**config.mk**
```make
export PLATFORM = sky130hd
export DESIGN_NAME = frac_baud_gen
export DESIGN_NICKNAME = d
export VERILOG_FILES = /design/src/rtl/frac_baud_pkg.sv /design/src/rtl/fbg_rst_sync.sv /design/src/rtl/fbg_period_cnt.sv /design/src/rtl/fbg_slot_seq.sv /design/src/rtl/frac_baud_gen.sv
export SDC_FILE = /design/constraint.sdc
export NUM_CORES = 1
export LEC_CHECK = 0
export CAP_MARGIN = 15
export CORE_MARGIN = 2
export CORE_UTILIZATION = 63
export CTS_CLUSTER_DIAMETER = 200
export DETAILED_ROUTE_END_ITERATION = 10
export DONT_BUFFER_PORTS = 1
export GPL_TIMING_DRIVEN = 1
export PLACE_DENSITY = 0.79
export RECOVER_POWER = 25
export SYNTH_ARGS = -nofsm -noshare
export SYNTH_HDL_FRONTEND = slang
export SYNTH_SLANG_ARGS = --single-unit
```
**constraint.sdc**
```tcl
create_clock -name clk_i -period 4.7 [get_ports clk_i]
set_input_delay 0.94 -clock clk_i [delete_from_list [all_inputs] [get_ports clk_i]]
set_output_delay 0.94 -clock clk_i [all_outputs]
set_load 0.1 [all_outputs]
```
**src/rtl/frac_baud_pkg.sv**
```systemverilog
package frac_baud_pkg;

  // Default width of the integer divisor.
  localparam int unsigned FBG_DIV_W = 16;

  // Oversample periods per mask cycle (16x oversampling).
  localparam int unsigned FBG_SLOTS = 16;

  // Reset synchroniser depth.
  localparam int unsigned FBG_SYNC_STAGES = 2;

endpackage

```
**src/rtl/fbg_rst_sync.sv**
```systemverilog
module fbg_rst_sync #(
  parameter int unsigned STAGES = 2
) (
  input  logic clk_i,
  input  logic arst_ni,
  output logic rst_no
);

  logic [STAGES-1:0] sync_q;

  always_ff @(posedge clk_i or negedge arst_ni) begin
    if (!arst_ni) begin
      sync_q <= '0;
    end else begin
      sync_q <= {sync_q[STAGES-2:0], 1'b1};
    end
  end

  assign rst_no = sync_q[STAGES-1];

endmodule

```
**src/rtl/fbg_period_cnt.sv**
```systemverilog
module fbg_period_cnt #(
  parameter  int unsigned DIV_W = 16,
  localparam int unsigned CNT_W = DIV_W + 1
) (
  input  logic             clk_i,
  input  logic             rst_ni,
  input  logic             run_i,
  input  logic [DIV_W-1:0] div_i,
  input  logic             stretch_i,
  output logic             term_o
);

  logic [CNT_W-1:0] cnt_q;
  logic [CNT_W-1:0] cnt_d;
  logic [CNT_W-1:0] limit;
  logic             at_limit;

  // The last count of a period is div, or div+1 when the slot is stretched.
  always_comb begin
    limit    = {1'b0, div_i} + CNT_W'(stretch_i);
    at_limit = (cnt_q == limit);
    term_o   = run_i & at_limit;
  end

  always_comb begin
    if (!run_i) begin
      cnt_d = '0;
    end else if (at_limit) begin
      cnt_d = '0;
    end else begin
      cnt_d = cnt_q + CNT_W'(1);
    end
  end

  always_ff @(posedge clk_i or negedge rst_ni) begin
    if (!rst_ni) begin
      cnt_q <= '0;
    end else begin
      cnt_q <= cnt_d;
    end
  end

endmodule

```
**src/rtl/fbg_slot_seq.sv**
```systemverilog
module fbg_slot_seq #(
  parameter  int unsigned SLOTS  = 16,
  localparam int unsigned SLOT_W = $clog2(SLOTS)
) (
  input  logic              clk_i,
  input  logic              rst_ni,
  input  logic              run_i,
  input  logic              adv_i,
  input  logic [SLOTS-1:0]  mask_i,
  output logic [SLOT_W-1:0] slot_o,
  output logic              stretch_o
);

  localparam logic [SLOT_W-1:0] LAST_SLOT = SLOT_W'(SLOTS - 1);

  logic [SLOT_W-1:0] slot_q;
  logic [SLOT_W-1:0] slot_d;
  logic [SLOTS-1:0]  slot_hot;

  // One-hot decode of the current slot, one lane per mask bit.
  for (genvar g = 0; g < SLOTS; g++) begin : g_slot_dec
    assign slot_hot[g] = (slot_q == SLOT_W'(g));
  end

  assign stretch_o = |(slot_hot & mask_i);

  always_comb begin
    if (!run_i) begin
      slot_d = '0;
    end else if (adv_i) begin
      slot_d = (slot_q == LAST_SLOT) ? '0 : slot_q + SLOT_W'(1);
    end else begin
      slot_d = slot_q;
    end
  end

  always_ff @(posedge clk_i or negedge rst_ni) begin
    if (!rst_ni) begin
      slot_q <= '0;
    end else begin
      slot_q <= slot_d;
    end
  end

  assign slot_o = slot_q;

endmodule

```
**src/rtl/frac_baud_gen.sv**
```systemverilog
module frac_baud_gen #(
  parameter  int unsigned DIV_W  = frac_baud_pkg::FBG_DIV_W,
  parameter  int unsigned SLOTS  = frac_baud_pkg::FBG_SLOTS,
  localparam int unsigned SLOT_W = $clog2(SLOTS)
) (
  input  logic              clk_i,
  input  logic              rst_ni,
  input  logic              en_i,
  input  logic [DIV_W-1:0]  div_i,
  input  logic [SLOTS-1:0]  slot_mask_i,
  output logic              tick_o,
  output logic [SLOT_W-1:0] slot_o
);

  logic rst_n_sync;
  logic run;
  logic stretch;
  logic term;

  fbg_rst_sync #(
    .STAGES (frac_baud_pkg::FBG_SYNC_STAGES)
  ) i_rst_sync (
    .clk_i   (clk_i),
    .arst_ni (rst_ni),
    .rst_no  (rst_n_sync)
  );

  // No ticks while the internal reset is still held.
  assign run = en_i & rst_n_sync;

  fbg_slot_seq #(
    .SLOTS (SLOTS)
  ) i_slot_seq (
    .clk_i     (clk_i),
    .rst_ni    (rst_n_sync),
    .run_i     (run),
    .adv_i     (term),
    .mask_i    (slot_mask_i),
    .slot_o    (slot_o),
    .stretch_o (stretch)
  );

  fbg_period_cnt #(
    .DIV_W (DIV_W)
  ) i_period_cnt (
    .clk_i     (clk_i),
    .rst_ni    (rst_n_sync),
    .run_i     (run),
    .div_i     (div_i),
    .stretch_i (stretch),
    .term_o    (term)
  );

  assign tick_o = term;

endmodule

```
==> metrics <==
Buf+Inv Stages, Crit Path 2; Nets about 270; layout cell share with drive strength beyond 1 approximately 19%; die width 58.4 um; Mapped Cells 213; CP delay by family, top adder cells; Iteration-0 DRC Markers 111; fmax about 0.22 GHz; number of diodes 0; setup_tns 0 ns; via count 1651; Die ar. about 0.0034 mm2; Switching Fraction 26.8%; CTS tree built; Pre-Repair DR Iteration Count 4; Synth Cell Area approximately 0.0019 mm2; Design Area, Final 0.00207 mm2; final hold viol count 0; sequential power share 60.0%; max cap viols 0; Worst setup SP type flop; initial antenna violation count 0; pwr dens about 160 mW/mm2; Async SR Flop Fraction between 90% and 100%; worst min path class input pin to asynchronous set/reset pin; sw power 91.1 uW; Yosys warning total 0; GP Congestion 0.900; final setup fails 0; DP Wirelength 3390 um; EDFF count, synth 0; Mapped Nets ~260; Synth cell types 51; Final Cycle Share between 90% and 100%; grt ovf 0; Slowest-stage cell, CP dfrtp_2; Worst-path clk slew between 0.1 and 0.15 ns; CP endpoint kind output port; DRC viols 0; FILL cells 202; vias in the first global route about 1600; worst endpoint data arrival time 3.59 ns; core area approximately 0.0028 mm2; Clk Latency, worst-skew pair 0.32 ns; actual transition at the worst max-transition pin 0.871 ns; Fin Hold WS a little under 0.3 ns; Max-slew headroom 41.9%; ys flop type dfrtp_1; Clock Tree Root clkbuf_4; drt total wl 4390 um; status finished clean; largest net degree at the start of global routing 23; critical path depth 16; Rows 19; Top cell by count, worst path ha_2; max-slew violations 0; Max stage delay on crit path 0.46 ns; CP Data Required Time 3.76 ns; crit path max fanout 8; CTS sink cnt 23; Final Util 74.3%; antenna-violating nets left 0; Seq/Total Area, Yosys between 30 and 40%; first-pass GRT wire length 6970 um; vias per inst 6.53; Int Pwr roughly 250 uW; area grow syn2layout 10.7%; CTS Buffer Depth 2; Avg Cell Area, Syn 8.76 um2; R2R cell count 16; WL/cell 17.4 um; CTS buffer count 3; port bufs 0; Crit Path Class flop to output port; Synth Register Bits 23; DP Area 0.00196 mm2; clock skew ~0.0021 ns; Final Critical Period around 4.5 ns; H-tree depth 1; maximum VDD drop between 0.2 and 0.25 mV; Die Ht just under 60 um; Logic pwr share between 10 and 15%; overall power 341 uW; worst-path cell chain inv_2, ha_2, a22oi_1, nand3_1, o21ai_0, o21ai_1, ha_2, ha_2, nand3_4, nor2_4, mux2_2, mux2i_2, o2111a_2, nand2_2, nor2_4, buf_12; GRT Total Usage about a quarter; Clk pwr share between 20 and 30%; starting density of the core 67.1%; cell leakage power 0.000819 uW; io pins 40
## through the flow
stage | setup WS [ns] | std cells
6_report | 0.174 | 253
5_1_grt | -0.0239 | 253
4_1_cts | 0.0421 | 252
3_5_place_dp | 0.155 | 247
3_3_place_gp | 0.256 | 247
2_1_floorplan | 0.0417 | 213
## worst paths after layout
kind,endpoint,slack [ns],from
max reg2reg,i_period_cnt.cnt_q[15],0.94,i_slot_seq.slot_o[0]
min reg2reg,i_period_cnt.cnt_q[12],0.37,i_rst_sync.sync_q[1]
max in group asynchronous,i_slot_seq.slot_o[0],3.74,i_rst_sync.sync_q[1]
min,i_rst_sync.sync_q[1],0.29,rst_ni
min in group clk_i,i_rst_sync.sync_q[1],0.37,i_rst_sync.sync_q[0]
max,tick_o,0.17,i_slot_seq.slot_o[0]
## metal layers
metal	wire, um	vias up	part of all wire [%]	track usage [%]
met5	0	-	0	0
met4	89	0	2.0	12.3
met3	284	11	6.5	4.62
met2	2220	60	51	42.7
met1	1800	795	41	35.2
li1	-	785	-	-
## final cells by class
cell class | count | area [um2] | area share, %
clock buffers | 3 | 22.5 | 1.09
clock inverters | 1 | 5.00 | 0.242
inverters | 8 | 30.0 | 1.45
multi-input cells | 179 | 1320 | 63.8
flip-flops and latches | 23 | 578 | 28.0
well taps | 31 | 38.8 | 1.88
repair buffers | 8 | 72.6 | 3.51
## what timing repair did
action | 4_1_cts | 5_1_grt
setup buffers | 1 | 1
hold buffers | 0 | 0
setup endpoints to repair | 1 | 1
pin swaps | 2 | 5
resized for setup | 4 | 15
## cells in the mapped netlist, types with 2 or more instances
library cell | n | area share (%)
a211oi_1 | 2 | 0.80
a21oi_1 | 4 | 1.1
a22oi_1 | 8 | 3.2
and3_1 | 9 | 3.0
dfrtp_1 | 23 | 31
ha_1 | 7 | 4.7
inv_1 | 8 | 1.6
mux2i_1 | 4 | 2.1
nand2_1 | 17 | 3.4
nand3_1 | 17 | 4.6
nand4_1 | 5 | 1.7
nand4_2 | 2 | 1.3
nor2_1 | 28 | 5.6
nor3_1 | 5 | 1.3
nor4_1 | 2 | 0.67
o21ai_0 | 8 | 2.1
xnor2_1 | 18 | 8.5
xor2_1 | 13 | 6.1
## kinds of logic after synthesis
logic type,share of synthesized area [%]
compound gates,15.4
other cells,0.201
xor+xnor,14.6
flops,30.9
buf+inv,2.35
fa+ha+maj,4.69
simple gates,29.2
mux,2.75
## power groups by stage
stage / registers, uW / logic, uW / clock network, uW
after global routing: 205 / 46.7 / 103
after floorplan: 207 / 32.8 / 0
after global placement: 208 / 36.4 / 0
after detailed placement: 208 / 38.0 / 0
final: 204 / 42.1 / 94.1
after CTS: 205 / 38.8 / 96.6
## sequential cells by signal (all words and copies together), names as in the netlist
signal,count
i_period_cnt.cnt_q,17
i_rst_sync.sync_q,2
i_slot_seq.slot_o,4
## layout by cell type (no fill, tap or decap), types with 3 or more instances in the layout
cell type  synthesis  final
a22oi_1            8      8
inv_1              8      6
nand2_1           17     16
and3_1             9      9
buf_4              0      7
clkbuf_4           0      3
ha_1               7      3
ha_2               0      4
dfrtp_1           23     21
xor2_1            13     13
a21oi_1            4      4
o21ai_0            8      7
nand4_1            5      5
xnor2_1           18     18
nor3_1             5      4
nand3_1           17     17
mux2i_1            4      3
nor2_1            28     26
(Power assumes the default switching activity.)
